--- src/rtl/mflt_pkg.sv ---
package mflt_pkg;

   typedef enum logic [1:0] {
      ACC_FETCH = 2'd0,
      ACC_LOAD  = 2'd1,
      ACC_STORE = 2'd2,
      ACC_RSVD  = 2'd3
   } acc_kind_e;

   typedef enum logic [1:0] {
      LKERR_NONE = 2'd0,
      LKERR_PROT = 2'd1,
      LKERR_MISS = 2'd2,
      LKERR_RSVD = 2'd3
   } lk_err_e;

   // syndrome low-field values for data accesses; a fetch adds one
   localparam logic [4:0] CODE_PROT_DATA = 5'd16;
   localparam logic [4:0] CODE_MISS_DATA = 5'd18;
   localparam int unsigned CODE_FIELD_W  = 5;

endpackage

--- src/rtl/mflt_xlate.sv ---
module mflt_xlate
   import mflt_pkg::*;
#(
   parameter int unsigned AW        = 32,
   parameter int unsigned PAGE_BITS = 12,
   parameter int unsigned PERM_W    = 3
) (
   input  logic              mmu_on,
   input  logic [AW-1:0]     vaddr,
   input  logic              lu_hit,
   input  logic [AW-1:0]     lu_pbase,
   input  logic [AW-1:0]     lu_vbase,
   input  logic [PERM_W-1:0] lu_prot,
   output logic              hit,
   output logic [AW-1:0]     paddr,
   output logic [PERM_W-1:0] perm
);

   logic [AW-1:0] page_mask;
   logic [AW-1:0] va_page;

   // mask keeps the bits above the page offset
   for (genvar g = 0; g < AW; g++) begin : g_mask
      if (g < PAGE_BITS) begin : g_off
         assign page_mask[g] = 1'b0;
      end else begin : g_page
         assign page_mask[g] = 1'b1;
      end
   end

   assign va_page = vaddr & page_mask;

   always_comb begin
      hit   = 1'b0;
      paddr = '0;
      perm  = '0;
      if (!mmu_on) begin
         hit   = 1'b1;
         paddr = va_page;
         perm  = '1;
      end else if (lu_hit) begin
         hit   = 1'b1;
         paddr = lu_pbase + va_page - lu_vbase;
         perm  = lu_prot;
      end
   end

endmodule

--- src/rtl/mflt_code.sv ---
module mflt_code
   import mflt_pkg::*;
#(
   parameter int unsigned ESR_W     = 32,
   parameter int unsigned STORE_POS = 10
) (
   input  acc_kind_e         acc,
   input  lk_err_e           err,
   output logic              known,
   output logic [ESR_W-1:0]  code
);

   logic [CODE_FIELD_W-1:0] field;

   always_comb begin
      known = (err == LKERR_PROT) || (err == LKERR_MISS);
      field = (err == LKERR_MISS) ? CODE_MISS_DATA : CODE_PROT_DATA;
      if (acc == ACC_FETCH) begin
         field = field + 5'd1;
      end
      code                     = '0;
      code[CODE_FIELD_W-1:0]   = field;
      code[STORE_POS]          = (acc == ACC_STORE);
   end

endmodule

--- src/rtl/mflt_track.sv ---
module mflt_track #(
   parameter int unsigned AW    = 32,
   parameter int unsigned ESR_W = 32
) (
   input  logic             clk,
   input  logic             rst_n,
   input  logic             miss_ev,
   input  logic             known,
   input  logic [ESR_W-1:0] code,
   input  logic [AW-1:0]    vaddr,
   input  logic             clear,
   output logic             fault_req,
   output logic             recursive_err,
   output logic             internal_err,
   output logic             pending,
   output logic [AW-1:0]    ear,
   output logic [ESR_W-1:0] esr
);

   logic slot_busy;
   logic take_bad;
   logic take_recur;
   logic take_fault;

   // a clear in the same cycle frees the slot before the new miss is judged
   assign slot_busy  = pending & ~clear;
   assign take_bad   = miss_ev & ~known;
   assign take_recur = miss_ev & known & slot_busy;
   assign take_fault = miss_ev & known & ~slot_busy;

   always_ff @(posedge clk) begin
      if (!rst_n) begin
         fault_req     <= 1'b0;
         recursive_err <= 1'b0;
         internal_err  <= 1'b0;
         pending       <= 1'b0;
         ear           <= '0;
         esr           <= '0;
      end else begin
         fault_req     <= take_fault;
         recursive_err <= take_recur;
         internal_err  <= take_bad;
         pending       <= slot_busy | take_fault;
         if (take_fault) begin
            ear <= vaddr;
            esr <= code;
         end
      end
   end

endmodule

--- src/rtl/mflt_syndrome.sv ---
module mflt_syndrome
   import mflt_pkg::*;
#(
   parameter int unsigned AW        = 32,
   parameter int unsigned PAGE_BITS = 12,
   parameter int unsigned PERM_W    = 3,
   parameter int unsigned ESR_W     = 32,
   parameter int unsigned STORE_POS = 10
) (
   input  logic              clk,
   input  logic              rst_n,
   input  logic              req_valid,
   input  logic [AW-1:0]     req_vaddr,
   input  logic [1:0]        req_acc,
   input  logic              req_probe,
   input  logic              mmu_on,
   input  logic              lu_hit,
   input  logic [AW-1:0]     lu_pbase,
   input  logic [AW-1:0]     lu_vbase,
   input  logic [1:0]        lu_err,
   input  logic [PERM_W-1:0] lu_prot,
   input  logic              fault_clear,
   output logic              rsp_valid,
   output logic              rsp_hit,
   output logic [AW-1:0]     rsp_paddr,
   output logic [PERM_W-1:0] rsp_perm,
   output logic              fault_req,
   output logic              recursive_err,
   output logic              internal_err,
   output logic              fault_pending,
   output logic [AW-1:0]     ear,
   output logic [ESR_W-1:0]  esr
);

   if (PAGE_BITS >= AW) begin : g_bad_page
      $error("PAGE_BITS must be below AW");
   end
   if (ESR_W <= STORE_POS || STORE_POS < CODE_FIELD_W) begin : g_bad_esr
      $error("store bit must lie inside ESR_W and above the code field");
   end
   if (PERM_W == 0) begin : g_bad_perm
      $error("PERM_W must be at least one");
   end

   logic              x_hit;
   logic [AW-1:0]     x_paddr;
   logic [PERM_W-1:0] x_perm;
   logic              c_known;
   logic [ESR_W-1:0]  c_code;
   logic              miss_ev;

   mflt_xlate #(
      .AW(AW), .PAGE_BITS(PAGE_BITS), .PERM_W(PERM_W)
   ) i_xlate (
      .mmu_on   (mmu_on),
      .vaddr    (req_vaddr),
      .lu_hit   (lu_hit),
      .lu_pbase (lu_pbase),
      .lu_vbase (lu_vbase),
      .lu_prot  (lu_prot),
      .hit      (x_hit),
      .paddr    (x_paddr),
      .perm     (x_perm)
   );

   mflt_code #(
      .ESR_W(ESR_W), .STORE_POS(STORE_POS)
   ) i_code (
      .acc   (acc_kind_e'(req_acc)),
      .err   (lk_err_e'(lu_err)),
      .known (c_known),
      .code  (c_code)
   );

   assign miss_ev = req_valid & ~x_hit & ~req_probe;

   mflt_track #(
      .AW(AW), .ESR_W(ESR_W)
   ) i_track (
      .clk           (clk),
      .rst_n         (rst_n),
      .miss_ev       (miss_ev),
      .known         (c_known),
      .code          (c_code),
      .vaddr         (req_vaddr),
      .clear         (fault_clear),
      .fault_req     (fault_req),
      .recursive_err (recursive_err),
      .internal_err  (internal_err),
      .pending       (fault_pending),
      .ear           (ear),
      .esr           (esr)
   );

   always_ff @(posedge clk) begin
      if (!rst_n) begin
         rsp_valid <= 1'b0;
         rsp_hit   <= 1'b0;
         rsp_paddr <= '0;
         rsp_perm  <= '0;
      end else begin
         rsp_valid <= req_valid;
         rsp_hit   <= req_valid & x_hit;
         rsp_paddr <= req_valid ? x_paddr : '0;
         rsp_perm  <= req_valid ? x_perm  : '0;
      end
   end

endmodule

--- config.mk ---
export PLATFORM = sky130hd
export DESIGN_NAME = mflt_syndrome
export DESIGN_NICKNAME = d
export VERILOG_FILES = /design/src/rtl/mflt_pkg.sv /design/src/rtl/mflt_xlate.sv /design/src/rtl/mflt_code.sv /design/src/rtl/mflt_track.sv /design/src/rtl/mflt_syndrome.sv
export SDC_FILE = /design/constraint.sdc
export NUM_CORES = 1
export LEC_CHECK = 0
export BUFFER_PORTS_ARGS = -buffer_cell sky130_fd_sc_hd__buf_2
export CORE_MARGIN = 2
export CORE_UTILIZATION = 50
export CTS_BUF_LIST = sky130_fd_sc_hd__clkbuf_16
export DETAILED_ROUTE_END_ITERATION = 10
export MAX_ROUTING_LAYER = met4
export PLACE_DENSITY = 0.82
export SKIP_LAST_GASP = 1
export SLEW_MARGIN = 20
export SYNTH_ARGS = -nofsm -noshare
export SYNTH_HDL_FRONTEND = slang
export SYNTH_HIERARCHICAL = 1
export SYNTH_SLANG_ARGS = --single-unit
--- constraint.sdc ---
create_clock -name clk -period 3.7 [get_ports clk]
set_clock_uncertainty 0.05 [all_clocks]
set_input_delay 0.37 -clock clk [delete_from_list [all_inputs] [get_ports clk]]
set_output_delay 0.37 -clock clk [all_outputs]
set_load 0.02 [all_outputs]
==> results_dict.tcl <==
set metrics [dict create \
    outcome "completed" \
    io_pins 215 \
    syn_avg_cell_area_sq_um 8.43 \
    synth_top_family_by_area "simple AND/OR/NAND/NOR gates" \
    clock_path_buffers 2 \
    yosysWarnings 6 \
    routed_wl_mm 16.4 \
    die_w_microns 121 \
    viasPerCell 5.00 \
    portBuffers 214 \
    rsz0062_at_grt "false" \
    p_leak_nw 4.24 \
    grt_max_degree 90 \
    final_area_sq_mm 0.00813 \
    synthDistinctLibCells 64 \
    die_y_microns 121 \
    ys.flop_type "dfxtp_1" \
    slowest_stage "fa_1" \
    antenna_found_initial 0 \
    period_share 0.831 \
    synth_simple_gate_area_frac 0.181 \
    ff2ff_path_depth 4 \
    grt_pass1_vias 5731 \
    numCtsBuffers 9 \
    postCtsHoldBufs 0 \
    hold_viol 0 \
    routabilityCongestion 0.953 \
    synth_area_leaders "dfxtp_1 (31%), mux2i_1 (9.5%), nand2_1 (8.4%)" \
    yosysTopAreaCellShare 0.307 \
    core-area_sq_mm 0.0133 \
    worst_hold_path.num_cells 3 \
    max_cap_violations 0 \
    fin_tns_setup_ns 0 \
    cts_num_sinks 105 \
    grt_use_total 0.235 \
    drt_iter0_drc 287 \
    dp_hpwl_mm 12.6 \
    syn2layout_area_growth_pct 18.9 \
    netlist_area_sq_mm 0.00684 \
    critical_path_required_ns 3.89 \
    yosysSeqAreaShare 0.307 \
    start_util 0.514 \
    fp.dieArea_sq_mm 0.0146 \
    syn_inst 811 \
    tightestPinTransition_ns 0.861 \
    post-cts-setup-buffers 0 \
    antenna_cells 0 \
    critical_path_class "in2reg" \
    root_buffer "clkbuf_16" \
    vias 5944 \
    cts_tree "yes" \
    ant_nets 0 \
    worstSetupEndpointType "register" \
    cts_resized 0 \
    drive_above_1_share 0.267 \
    worstPathMaxFanout 9 \
    critPathMaxStageDelay_ns 0.53 \
    synth_mux_area_frac 0.0952 \
    crit_chain "buf_2 > inv_1 > fa_1 > inv_1 > ha_1 > a211oi_2 > o211ai_1 > a221oi_2 > o21a_1 > o21ai_1 > a31oi_1 > a21oi_1 > a311o_1 > and3_2" \
    max_freq_ghz 0.325 \
    fin_cells 1189 \
    drc 0 \
    synth_fa_ha_area_frac 0.137 \
    clkTransAtPathRegs_ns 0.07 \
    grt_pass1_wl_mm 27.0 \
    placed_cell_area_sq_mm 0.00786 \
    setup_violations 0 \
    synth_edf_count 0 \
    overflow 0 \
    drt-pass1-iter-count 4 \
    ys_ff_latch 105 \
    min_path_type "in2reg" \
    synth-async-reset-ratio 0 \
    yosysTopAreaCell "dfxtp_1" \
    insertion_delay_ns 0.34 \
    finalMaxSlewViolations 0 \
    rows 42 \
    dp_cells 1173 \
    cp_common_cell "inv_1" \
    period_needed_ns 3.07 \
    critPathLaunchType "primary input" \
    synth_xor_area_frac 0.0346 \
    synth-compound-area-share 0.119 \
    max-vdd-ir-drop_v 0.000204 \
    finalNetCount 1181 \
    wire_per_inst_microns 13.8 \
    timing.hold.ws_ns 0.219 \
    crit_arrival_ns 3.26 \
    h-tree-depth 3 \
    slew_headroom 0.426 \
    power.density_mw_per_mm2 374 \
]
-- worst max-delay path, delay by kind of cell --
| kind | cells | cell delay [ns] |
|---|---|---|
| AO/OA/AOI/OAI | 8 | 1.59 |
| adder cells (fa/ha/maj) | 2 | 0.94 |
| buffers and inverters | 3 | 0.16 |
| AND/OR/NAND/NOR | 1 | 0.20 |
-- cell type report --
type,count,area [sq um]
fill,1220,5160
multi-input combinational,567,3980
sequential,105,2100
timing repair buffer,228,1190
inverter,97,364
clock buffer,9,225
tap,176,220
clock inverter,7,46.3
-- synthesized netlist by cell type, drive strengths merged (3+ instances only) --
| library cell | instances |
|---|---|
| nand2 | 154 |
| xnor2 | 14 |
| o21ai | 19 |
| nor2 | 29 |
| nand3 | 8 |
| nand2b | 6 |
| nor2b | 5 |
| clkbuf | 21 |
| a31oi | 3 |
| mux2i | 65 |
| o21a | 7 |
| nor3 | 6 |
| a21oi | 37 |
| a21o | 9 |
| dfxtp | 105 |
| o21bai | 6 |
| xor2 | 13 |
| o22ai | 16 |
| nor3b | 3 |
| and3 | 41 |
| buf | 48 |
| nand4 | 7 |
| ha | 43 |
| fa | 20 |
| o211ai | 3 |
| inv | 97 |
-- logic make-up (layout without fill, tap and decap cells) --
| family | count (synthesis) | after routing |
|---|---|---|
| xor+xnor | 27 | 27 |
| flops | 105 | 105 |
| fa+ha+maj | 63 | 63 |
| other cells | 2 | 29 |
| mux | 65 | 65 |
| compound gates | 117 | 117 |
| simple gates | 266 | 266 |
| buf+inv | 166 | 341 |
-- power by group --
part | leakage [nW] | total (mW) | internal [mW] | switching (mW)
combinational | 3.25 | 0.983 | 0.404 | 0.579
clock | 0.135 | 0.891 | 0.457 | 0.434
sequential | 0.851 | 1.17 | 1.16 | 0.00941
-- sequential cells by signal, summed over array words and instances, names as in the netlist --
signal,cells
rsp_hit,1
i_track/internal_err,1
rsp_perm,3
i_track/esr,32
i_track/pending,1
i_track/fault_req,1
rsp_valid,1
i_track/recursive_err,1
i_track/ear,32
rsp_paddr,32
-- metrics by stage --
| stage | worst slack, ns | power (mW) | util |
|---|---|---|---|
| after floorplan | 0.610 | 1.94 | - |
| after global placement | 0.365 | 2.15 | 0.591 |
| after detailed placement | 0.308 | 2.16 | 0.591 |
| after CTS | 0.662 | 3.06 | 0.612 |
| after global routing | 0.509 | 3.24 | 0.612 |
| final | 0.626 | 3.04 | 0.612 |
-- layer usage --
| metal | track usage | part of all wire | vias up |
|---|---|---|---|
| li1 | - | - | 3009 |
| met1 | 0.308 | 0.46 | 2692 |
| met2 | 0.370 | 0.45 | 217 |
| met3 | 0.0465 | 0.066 | 26 |
| met4 | 0.0654 | 0.018 | 0 |
| met5 | - | 0 | - |
-- layout by cell type, fill, tap and decap left out, types with 8 or more instances in the layout --
cell and n:
xor2_1 13, a21oi_1 35, ha_1 43, xnor2_1 14, conb_1 29, nand3_1 8, buf_2 213, and3_1 34
nand2_1 153, nor2_1 28, clkbuf_16 9, o21ai_0 13, fa_1 20, mux2i_1 65, o22ai_1 15, buf_4 14
inv_1 97, dfxtp_1 105
-- path summary, 6_finish.rpt --
check                                    start                      endpoint  slack [ns]
setup / recovery                  lu_pbase[24]      rsp_paddr[31]$_SDFF_PN0_        0.63
hold / removal                    req_vaddr[0]   i_track/ear[0]$_SDFFE_PN0P_        0.22
setup reg to reg    i_track/pending$_SDFF_PN0_   i_track/ear[2]$_SDFFE_PN0P_        2.08
hold reg to reg   i_track/ear[16]$_SDFFE_PN0P_  i_track/ear[16]$_SDFFE_PN0P_        0.40
Power figures use the tool's default switching activity.
